### src/rtl/irp_pkg.sv
package irp_pkg;

  typedef struct packed {
    logic [7:0] dest;
    logic       mask;
    logic       trig;
    logic       rirr;
    logic       pol;
    logic       dst_mode;
    logic [2:0] dlv_mode;
    logic [7:0] vector;
  } irp_ent_t;

  localparam logic [7:0] SEL_ID   = 8'h00;
  localparam logic [7:0] SEL_VER  = 8'h01;
  localparam logic [7:0] SEL_ARB  = 8'h02;
  localparam logic [7:0] SEL_TBL0 = 8'h10;
  localparam logic [7:0] OFF_SEL  = 8'h00;
  localparam logic [7:0] OFF_WIN  = 8'h10;

  // Entry number reached by a table select value.
  function automatic logic [6:0] sel_to_idx(input logic [7:0] sel);
    logic [7:0] diff;
    diff = sel - SEL_TBL0;
    return diff[7:1];
  endfunction

  function automatic logic [31:0] version_word(input int npins, input logic [7:0] code);
    logic [7:0] top;
    top = 8'(npins - 1);
    return {8'h00, top, 8'h00, code};
  endfunction

  function automatic logic [31:0] pack_lo(input irp_ent_t e);
    return {15'd0, e.mask, e.trig, e.rirr, e.pol, 1'b0, e.dst_mode, e.dlv_mode, e.vector};
  endfunction

  function automatic logic [31:0] pack_hi(input irp_ent_t e);
    return {e.dest, 24'd0};
  endfunction

  function automatic logic size_ok(input logic [3:0] nbytes);
    return (nbytes == 4'd4) || (nbytes == 4'd8);
  endfunction

endpackage

### src/rtl/irp_sel_decode.sv
module irp_sel_decode
  import irp_pkg::*;
#(
  parameter int NPINS = 24,
  localparam int IDX_W = $clog2(NPINS)
) (
  input  logic [7:0]       sel,
  output logic             is_id,
  output logic             is_ver,
  output logic             is_arb,
  output logic             tbl_hit,
  output logic             hi_half,
  output logic [IDX_W-1:0] idx
);
  logic [6:0] raw_idx;
  logic       is_tbl;

  always_comb begin
    raw_idx = sel_to_idx(sel);
    is_id   = (sel == SEL_ID);
    is_ver  = (sel == SEL_VER);
    is_arb  = (sel == SEL_ARB);
    is_tbl  = (sel >= SEL_TBL0);
    tbl_hit = is_tbl && (32'(raw_idx) < NPINS);
    hi_half = sel[0];
    idx     = raw_idx[IDX_W-1:0];
  end
endmodule

### src/rtl/irp_entry.sv
module irp_entry
  import irp_pkg::*;
(
  input  logic        clk,
  input  logic        rst_n,
  input  logic        wr_lo,
  input  logic        wr_hi,
  input  logic [31:0] wdata,
  input  logic        rirr_set,
  input  logic        rirr_clr,
  output irp_ent_t    ent
);
  irp_ent_t ent_q;

  always_ff @(posedge clk) begin
    if (!rst_n) begin
      ent_q      <= '0;
      ent_q.mask <= 1'b1;
    end else begin
      if (wr_lo) begin
        ent_q.vector   <= wdata[7:0];
        ent_q.dlv_mode <= wdata[10:8];
        ent_q.dst_mode <= wdata[11];
        ent_q.pol      <= wdata[13];
        ent_q.trig     <= wdata[15];
        ent_q.mask     <= wdata[16];
      end
      if (wr_hi) ent_q.dest <= wdata[31:24];
      if (wr_lo || rirr_clr) ent_q.rirr <= 1'b0;
      else if (rirr_set)     ent_q.rirr <= 1'b1;
    end
  end

  assign ent = ent_q;

  AST_LOW_WR_CLEARS_RIRR: assert property (@(posedge clk) disable iff (!rst_n)
    wr_lo |=> !ent_q.rirr);
  AST_HI_WR_KEEPS_RIRR: assert property (@(posedge clk) disable iff (!rst_n)
    (wr_hi && !wr_lo && !rirr_clr && !rirr_set) |=> $stable(ent_q.rirr));
  AST_RIRR_CLR_WINS: assert property (@(posedge clk) disable iff (!rst_n)
    (rirr_clr && rirr_set) |=> !ent_q.rirr);
endmodule

### src/rtl/irp_rdmux.sv
module irp_rdmux
  import irp_pkg::*;
#(
  parameter int         NPINS    = 24,
  parameter logic [7:0] VER_CODE = 8'h11,
  localparam int IDX_W = $clog2(NPINS)
) (
  input  logic             is_id,
  input  logic             is_ver,
  input  logic             is_arb,
  input  logic             tbl_hit,
  input  logic             hi_half,
  input  logic [IDX_W-1:0] idx,
  input  logic [3:0]       id_val,
  input  irp_ent_t         ents [NPINS],
  output logic [31:0]      win_word
);
  irp_ent_t sel_ent;

  always_comb begin
    sel_ent = '0;
    for (int i = 0; i < NPINS; i++)
      if (idx == IDX_W'(i)) sel_ent = ents[i];
  end

  always_comb begin
    if (is_ver)                 win_word = version_word(NPINS, VER_CODE);
    else if (is_id || is_arb)   win_word = {4'd0, id_val, 24'd0};
    else if (tbl_hit)           win_word = hi_half ? pack_hi(sel_ent) : pack_lo(sel_ent);
    else                        win_word = 32'd0;
  end
endmodule

### src/rtl/irq_route_regs.sv
module irq_route_regs
  import irp_pkg::*;
#(
  parameter int         NPINS    = 24,
  parameter int         ADDR_W   = 12,
  parameter logic [7:0] VER_CODE = 8'h11,
  localparam int IDX_W = $clog2(NPINS)
) (
  input  logic                 clk,
  input  logic                 rst_n,
  input  logic                 wr_en,
  input  logic                 rd_en,
  input  logic [ADDR_W-1:0]    addr,
  input  logic [3:0]           wr_bytes,
  input  logic [31:0]          wdata,
  output logic [31:0]          rdata,
  output logic                 rvalid,
  input  logic [NPINS-1:0]     irr_in,
  input  logic                 rirr_set_vld,
  input  logic                 rirr_clr_vld,
  input  logic [IDX_W-1:0]     rirr_idx,
  output logic [NPINS*8-1:0]   ent_vector,
  output logic [NPINS*3-1:0]   ent_dlv_mode,
  output logic [NPINS-1:0]     ent_dst_mode,
  output logic [NPINS-1:0]     ent_polarity,
  output logic [NPINS-1:0]     ent_rirr,
  output logic [NPINS-1:0]     ent_trig,
  output logic [NPINS-1:0]     ent_mask,
  output logic [NPINS*8-1:0]   ent_dest,
  output logic                 mask_chg_vld,
  output logic [IDX_W-1:0]     mask_chg_idx,
  output logic                 mask_chg_val,
  output logic                 ent_wr_vld,
  output logic [IDX_W-1:0]     ent_wr_idx,
  output logic                 svc_req_vld,
  output logic [IDX_W-1:0]     svc_req_idx
);
  // Bus decode (named for the assertions)
  logic [7:0] off;
  logic       wr_accept;
  logic       sel_wr;
  logic       win_wr;
  logic       narrow_wr;

  assign off       = addr[7:0];
  assign wr_accept = wr_en && size_ok(wr_bytes);
  assign narrow_wr = wr_en && !size_ok(wr_bytes);
  assign sel_wr    = wr_accept && (off == OFF_SEL);
  assign win_wr    = wr_accept && (off == OFF_WIN);

  logic [7:0] sel_q;
  logic [3:0] id_q;

  logic             is_id, is_ver, is_arb, tbl_hit, hi_half;
  logic [IDX_W-1:0] idx;

  irp_sel_decode #(.NPINS(NPINS)) u_dec (
    .sel(sel_q), .is_id(is_id), .is_ver(is_ver), .is_arb(is_arb),
    .tbl_hit(tbl_hit), .hi_half(hi_half), .idx(idx)
  );

  logic             tbl_wr;
  logic [NPINS-1:0] wr_lo_vec;
  logic [NPINS-1:0] wr_hi_vec;
  irp_ent_t         ents [NPINS];
  logic [NPINS-1:0] mask_vec;

  assign tbl_wr = win_wr && tbl_hit;

  for (genvar g = 0; g < NPINS; g++) begin : g_ent
    logic hit;
    assign hit          = tbl_wr && (idx == IDX_W'(g));
    assign wr_lo_vec[g] = hit && !hi_half;
    assign wr_hi_vec[g] = hit && hi_half;

    irp_entry u_ent (
      .clk(clk), .rst_n(rst_n),
      .wr_lo(wr_lo_vec[g]), .wr_hi(wr_hi_vec[g]), .wdata(wdata),
      .rirr_set(rirr_set_vld && (rirr_idx == IDX_W'(g))),
      .rirr_clr(rirr_clr_vld && (rirr_idx == IDX_W'(g))),
      .ent(ents[g])
    );

    assign ent_vector[g*8 +: 8]   = ents[g].vector;
    assign ent_dlv_mode[g*3 +: 3] = ents[g].dlv_mode;
    assign ent_dst_mode[g]        = ents[g].dst_mode;
    assign ent_polarity[g]        = ents[g].pol;
    assign ent_rirr[g]            = ents[g].rirr;
    assign ent_trig[g]            = ents[g].trig;
    assign ent_mask[g]            = ents[g].mask;
    assign ent_dest[g*8 +: 8]     = ents[g].dest;
    assign mask_vec[g]            = ents[g].mask;
  end

  // Select and identification registers
  always_ff @(posedge clk) begin
    if (!rst_n) begin
      sel_q <= '0;
      id_q  <= '0;
    end else begin
      if (sel_wr)          sel_q <= wdata[7:0];
      if (win_wr && is_id) id_q  <= wdata[27:24];
    end
  end

  // Notices
  logic cur_mask;
  logic mask_flip;
  always_comb begin
    cur_mask = 1'b0;
    for (int i = 0; i < NPINS; i++)
      if (idx == IDX_W'(i)) cur_mask = mask_vec[i];
  end
  assign mask_flip = tbl_wr && !hi_half && (wdata[16] != cur_mask);

  logic pin_pending;
  always_comb begin
    pin_pending = 1'b0;
    for (int i = 0; i < NPINS; i++)
      if (idx == IDX_W'(i)) pin_pending = irr_in[i];
  end

  always_ff @(posedge clk) begin
    if (!rst_n) begin
      mask_chg_vld <= 1'b0;
      mask_chg_idx <= '0;
      mask_chg_val <= 1'b0;
      ent_wr_vld   <= 1'b0;
      ent_wr_idx   <= '0;
      svc_req_vld  <= 1'b0;
      svc_req_idx  <= '0;
    end else begin
      mask_chg_vld <= mask_flip;
      ent_wr_vld   <= tbl_wr;
      svc_req_vld  <= tbl_wr && pin_pending;
      if (mask_flip) begin
        mask_chg_idx <= idx;
        mask_chg_val <= wdata[16];
      end
      if (tbl_wr) begin
        ent_wr_idx  <= idx;
        svc_req_idx <= idx;
      end
    end
  end

  // Read path
  logic [31:0] win_word;
  irp_rdmux #(.NPINS(NPINS), .VER_CODE(VER_CODE)) u_rd (
    .is_id(is_id), .is_ver(is_ver), .is_arb(is_arb), .tbl_hit(tbl_hit),
    .hi_half(hi_half), .idx(idx), .id_val(id_q), .ents(ents), .win_word(win_word)
  );

  always_ff @(posedge clk) begin
    if (!rst_n) begin
      rdata  <= '0;
      rvalid <= 1'b0;
    end else begin
      rvalid <= rd_en;
      if (rd_en) begin
        if (off == OFF_SEL)      rdata <= {24'd0, sel_q};
        else if (off == OFF_WIN) rdata <= win_word;
        else                     rdata <= 32'd0;
      end
    end
  end

  // Assertions
  AST_MASK_NOTE_MATCHES: assert property (@(posedge clk) disable iff (!rst_n)
    mask_chg_vld |-> (mask_vec[mask_chg_idx] == mask_chg_val));
  AST_MASK_NOTE_REAL_FLIP: assert property (@(posedge clk) disable iff (!rst_n)
    mask_chg_vld |-> ($past(mask_vec) != mask_vec));
  AST_MASK_NOTE_ONE_CYCLE: assert property (@(posedge clk) disable iff (!rst_n)
    (mask_chg_vld && !mask_flip) |=> !mask_chg_vld);
  AST_ONE_ENTRY_STROBE: assert property (@(posedge clk) disable iff (!rst_n)
    $onehot0(wr_lo_vec | wr_hi_vec));
  AST_NO_OOR_WRITE: assert property (@(posedge clk) disable iff (!rst_n)
    ent_wr_vld |-> (32'(ent_wr_idx) < NPINS));
  AST_SVC_NEEDS_WRITE: assert property (@(posedge clk) disable iff (!rst_n)
    svc_req_vld |-> (ent_wr_vld && svc_req_idx == ent_wr_idx));
  AST_NARROW_KEEPS_SEL: assert property (@(posedge clk) disable iff (!rst_n)
    narrow_wr |=> $stable(sel_q));
  AST_RVALID_FOLLOWS_RD: assert property (@(posedge clk) disable iff (!rst_n)
    rd_en |=> rvalid);
endmodule

### config.mk
export PLATFORM = sky130hd
export DESIGN_NAME = irq_route_regs
export DESIGN_NICKNAME = d
export VERILOG_FILES = /design/src/rtl/irp_pkg.sv /design/src/rtl/irp_sel_decode.sv /design/src/rtl/irp_entry.sv /design/src/rtl/irp_rdmux.sv /design/src/rtl/irq_route_regs.sv
export SDC_FILE = /design/constraint.sdc
export NUM_CORES = 2
export LEC_CHECK = 0
export ABC_AREA = 1
export BUFFER_PORTS_ARGS = -buffer_cell sky130_fd_sc_hd__clkbuf_2
export CAP_MARGIN = 10
export CELL_PAD_IN_SITES_DETAIL_PLACEMENT = 0
export CELL_PAD_IN_SITES_GLOBAL_PLACEMENT = 1
export CORE_MARGIN = 5
export CORE_UTILIZATION = 36
export DETAILED_ROUTE_END_ITERATION = 10
export PLACE_DENSITY_LB_ADDON = 0.1
export SETUP_SLACK_MARGIN = 0.02
export SYNTH_ARGS = -nofsm -noshare
export SYNTH_HDL_FRONTEND = slang
export SYNTH_SLANG_ARGS = --single-unit
### constraint.sdc
create_clock -name clk -period 3.4 [get_ports clk]
set_input_delay 0.17 -clock clk [delete_from_list [all_inputs] [get_ports clk]]
set_output_delay 0.17 -clock clk [all_outputs]
set_load 0.01 [all_outputs]
==> summary.md <==
| Metric | Value |
|---|---|
| TritonRoute pass-1 iters | `5` |
| Final setup TNS | `0 ps` |
| HPWL Detailed | `97.9 mm` |
| Post-DRT Antenna Nets | `0` |
| Status | `complete, no violations` |
| CTS max path bufs | `3` |
| CP endpoint | `rdata[28]` |
| Mean area per synthesized cell | `7.50 um2` |
| H-tree levels | `3` |
| CP endpoint kind | `flip-flop` |
| Crit path largest cell delay | `320 ps` |
| Yosys warnings | `0` |
| Gate Count Post-Synth | `3551` |
| Peak supply drop | `0.266 mV` |
| Chip width | `282 um` |
| Final Hold Fails | `0` |
| Initial antenna violation count | `7` |
| Total wire length | `130 mm` |
| Net count, final | `4309` |
| Worst path slowest cell | `dfxtp_1` |
| Largest net degree at the start of global routing | `173` |
| Compound-gate portion of the synthesized area | `0.219` |
| Mux cell area share after synthesis | `0` |
| Worst-Margin Slew | `1140 ps` |
| Syn Std Cell Area | `0.0266 mm2` |
| Pwr/cell area | `456 mW/mm2` |
| Sequential area share after synthesis | `0.472` |
| Fmax | `305 MHz` |
| Root buffer cell | `clkbuf_16` |
| Die H | `282 um` |
| Total global-route track usage | `0.310` |
| Crit path time final | `3280 ps` |
| Library cells used by synthesis | `42` |
| Largest family of logic cells by synthesized area | `simple AND/OR/NAND/NOR gates` |
| Die area | `0.0795 mm2` |
| Unrepaired setup endpoints after global routing | `false` |
| Share of cells above drive strength 1 | `0.260` |
| Critical Path AT | `3740 ps` |
| Reg-to-Reg Start | `sel_q[5]` |
| Final period util | `0.964` |
| Final Max Tran Viols | `0` |
| Worst R2R Path Depth | `20` |
| Crit Path Category | `flip-flop to flip-flop` |
| CP Launch Point | `sel_q[5]` |
| MaxCap Viol Count | `0` |
| Placed Instance Area | `0.0317 mm2` |
| Avg Vias per Cell | `5.32` |
| Setup violators final | `0` |
| Post-synth EDFFs | `0` |
| Worst-path clk slew | `60 ps` |
| CTS tree | `built` |
| Crit-path cells | `inv_1, ha_4, buf_4, nand3_4, clkbuf_16, buf_4, o21ai_1, nand4_1, a21oi_1, nand4_1, a21oi_1, nand3_1, nor2_1, nand3_1, nand2_1, nand3_1, nand2_1, nand4_1, nand2_1, a21oi_1` |
| XOR/XNOR Fraction of Synth Area | `0.000329` |
| FF-to-FF End | `rdata[28]` |
| Worst slew margin | `0.241` |
| Area Growth Syn to Fin | `29.3%` |
| Worst-Skew Late Latency | `620 ps` |
| CP required | `3870 ps` |
| PortBufs | `692` |
| Post-Layout Cell Count | `5245` |
| Remaining global-route overflow | `0` |
| Initial DRC Count | `2194` |
| CP startpoint kind | `flip-flop` |
| Internal reg-to-reg setup slack | `120 ps` |
| Hold Slack | `30.1 ps` |
| Io pins | `711` |
| Placed insts | `5080` |
| Site row count | `99` |
| Leak | `14.8 nW` |
| FFs w/ async S/R, synth | `0` |
| Post-synthesis register bit count | `628` |
| Clock buffer count from CTS | `73` |
| Vias | `27.9k` |
| Post-Synth Simple-Gate Area | `0.237` |
| HP Class | `input port to flip-flop` |
| First-pass GRT wire length | `183 mm` |
| Post-Layout Inst Area | `0.0344 mm2` |
| Vias in the first global route | `25.9k` |
| Primary FF master, synth | `dfxtp_1` |
| # clock sinks | `628` |
| Avg WL per Cell | `24.8 um` |
| Adder-cell share of the synthesized area | `0.000940` |
| Placer congestion estimate | `0.923` |
| Core area | `0.0732 mm2` |
| Starting Density | `0.364` |
| DRC | `0` |
| Clock Skew | `26.7 ps` |
| CP max FO | `10` |
critical path, delay by kind of cell (launching register included):
kind | cells | cell delay (ps)
flops | 1 | 320
fa+ha+maj | 1 | 310
simple gates | 11 | 1220
buf+inv | 4 | 580
compound gates | 4 | 680
area by class of cell:
cell class	count	area, um2
Antenna cell	6	15.0
Clock buffer	110	2140
Clock inverter	21	206
Fill cell	7606	38800
Inverter	176	671
Multi-Input combinational cell	2463	12400
Sequential cell	628	12600
Tap cell	959	1200
Timing Repair Buffer	882	5270
registers in the layout, summed over array words and instances, names as in the netlist:
register and flops:
ent_wr_vld 1, svc_req_vld 1, rvalid 1, svc_req_idx 5, mask_chg_vld 1, mask_chg_idx 5
sel_q 8, mask_chg_val 1, rdata 25, id_q 4, g_ent.u_ent.ent 576
cell families after synthesis:
kind of cell,count (synthesis)
other,1
adders and majority gates,2
and+or+nand+nor,1492
AOI/OAI and AO/OA,963
xor gates and xnor gates,1
DFF,628
buffers and inverters,464
repair_timing:
| item | CTS | global route |
|---|---|---|
| setup buffers | 0 | 5 |
| gates cloned | 0 | 1 |
| endpoints found under the hold margin | 36 | 0 |
| pin swaps | 0 | 7 |
| hold buffers | 22 | 0 |
| resized for setup | 5 | 37 |
| endpoints found under the setup margin | 15 | 31 |
metrics by stage:
stage               power (mW)  utilization  setup slack (ps)
detailed placement        8.01        0.432              -124
global route              16.1        0.470              19.8
finish                    15.7        0.470               124
global placement          8.01        0.432              -130
floorplan                 7.77            -               628
CTS                       15.8        0.468              33.4
power breakdown:
group          total [mW]  internal (mW)  switching, mW  leakage [nW]
combinational       0.500          0.104          0.395          8.53
sequential           7.37           7.37        0.00679          5.06
clock                7.82           4.51           3.31          1.16
per-layer routing:
| layer | GRT usage | up-vias | part of all wire |
|---|---|---|---|
| li1 | - | 13500 | - |
| met1 | 0.409 | 13200 | 0.42 |
| met2 | 0.511 | 1041 | 0.47 |
| met3 | 0.0628 | 198 | 0.073 |
| met4 | 0.105 | 2 | 0.036 |
| met5 | 0 | - | 0.00010 |
cell usage after synthesis, types with 5 or more instances:
master     count  area [um2]
nand2_1      633        2380
dfxtp_1      628       12600
nor2_1       551        2070
a211oi_1     343        2570
a21oi_1      332        1660
o21ai_0      234        1170
clkbuf_1     192         721
inv_1        156         586
nand3_1      100         500
nand4_1       80         500
buf_2         79         395
or2_2         56         350
nor3_1        26         130
o211ai_1      25         188
buf_4         14         105
inv_2         11        41.3
nor2_2        10        62.6
nor2_4        10         113
clkinv_1       9        33.8
nor4_1         9        56.3
a2111oi_0      7        61.3
o22ai_1        7        43.8
or2_0          5        31.3
worst min-delay path by stage:
stage | from | end | slack (ps) | cells past startpoint
after floorplan | wdata[15] | g_ent[12].u_ent.ent[14] | 340 | 2
after global placement | wdata[7] | g_ent[7].u_ent.ent[7] | 420 | 3
after detailed placement | wdata[7] | g_ent[7].u_ent.ent[7] | 420 | 3
after CTS | addr[6] | ent_wr_vld | 3 | 4
after global routing | rirr_idx[3] | g_ent[12].u_ent.ent[13] | 50 | 5
final | addr[6] | ent_wr_vld | 30 | 4
cells in the final DEF, fill, tap and decap left out, drive strengths merged, types with 2 or more instances in the layout:
cell / Yosys / layout
a2111oi: 7 / 7
a211oi: 343 / 343
a21oi: 332 / 332
a221oi: 3 / 3
a31o: 2 / 2
a31oi: 2 / 2
buf: 96 / 168
bufinv: 0 / 2
clkbuf: 192 / 802
clkinv: 9 / 23
conb: 1 / 5
dfxtp: 628 / 628
diode: 0 / 6
dlygate4sd3: 0 / 22
ha: 2 / 2
inv: 167 / 171
nand2: 636 / 636
nand3: 101 / 101
nand4: 80 / 80
nor2: 571 / 571
nor3: 31 / 31
nor4: 9 / 9
o2111ai: 2 / 2
o211ai: 25 / 25
o21ai: 236 / 236
o221ai: 2 / 2
o22ai: 7 / 7
or2: 62 / 62
No activity file was read; power rests on OpenSTA's default activity.
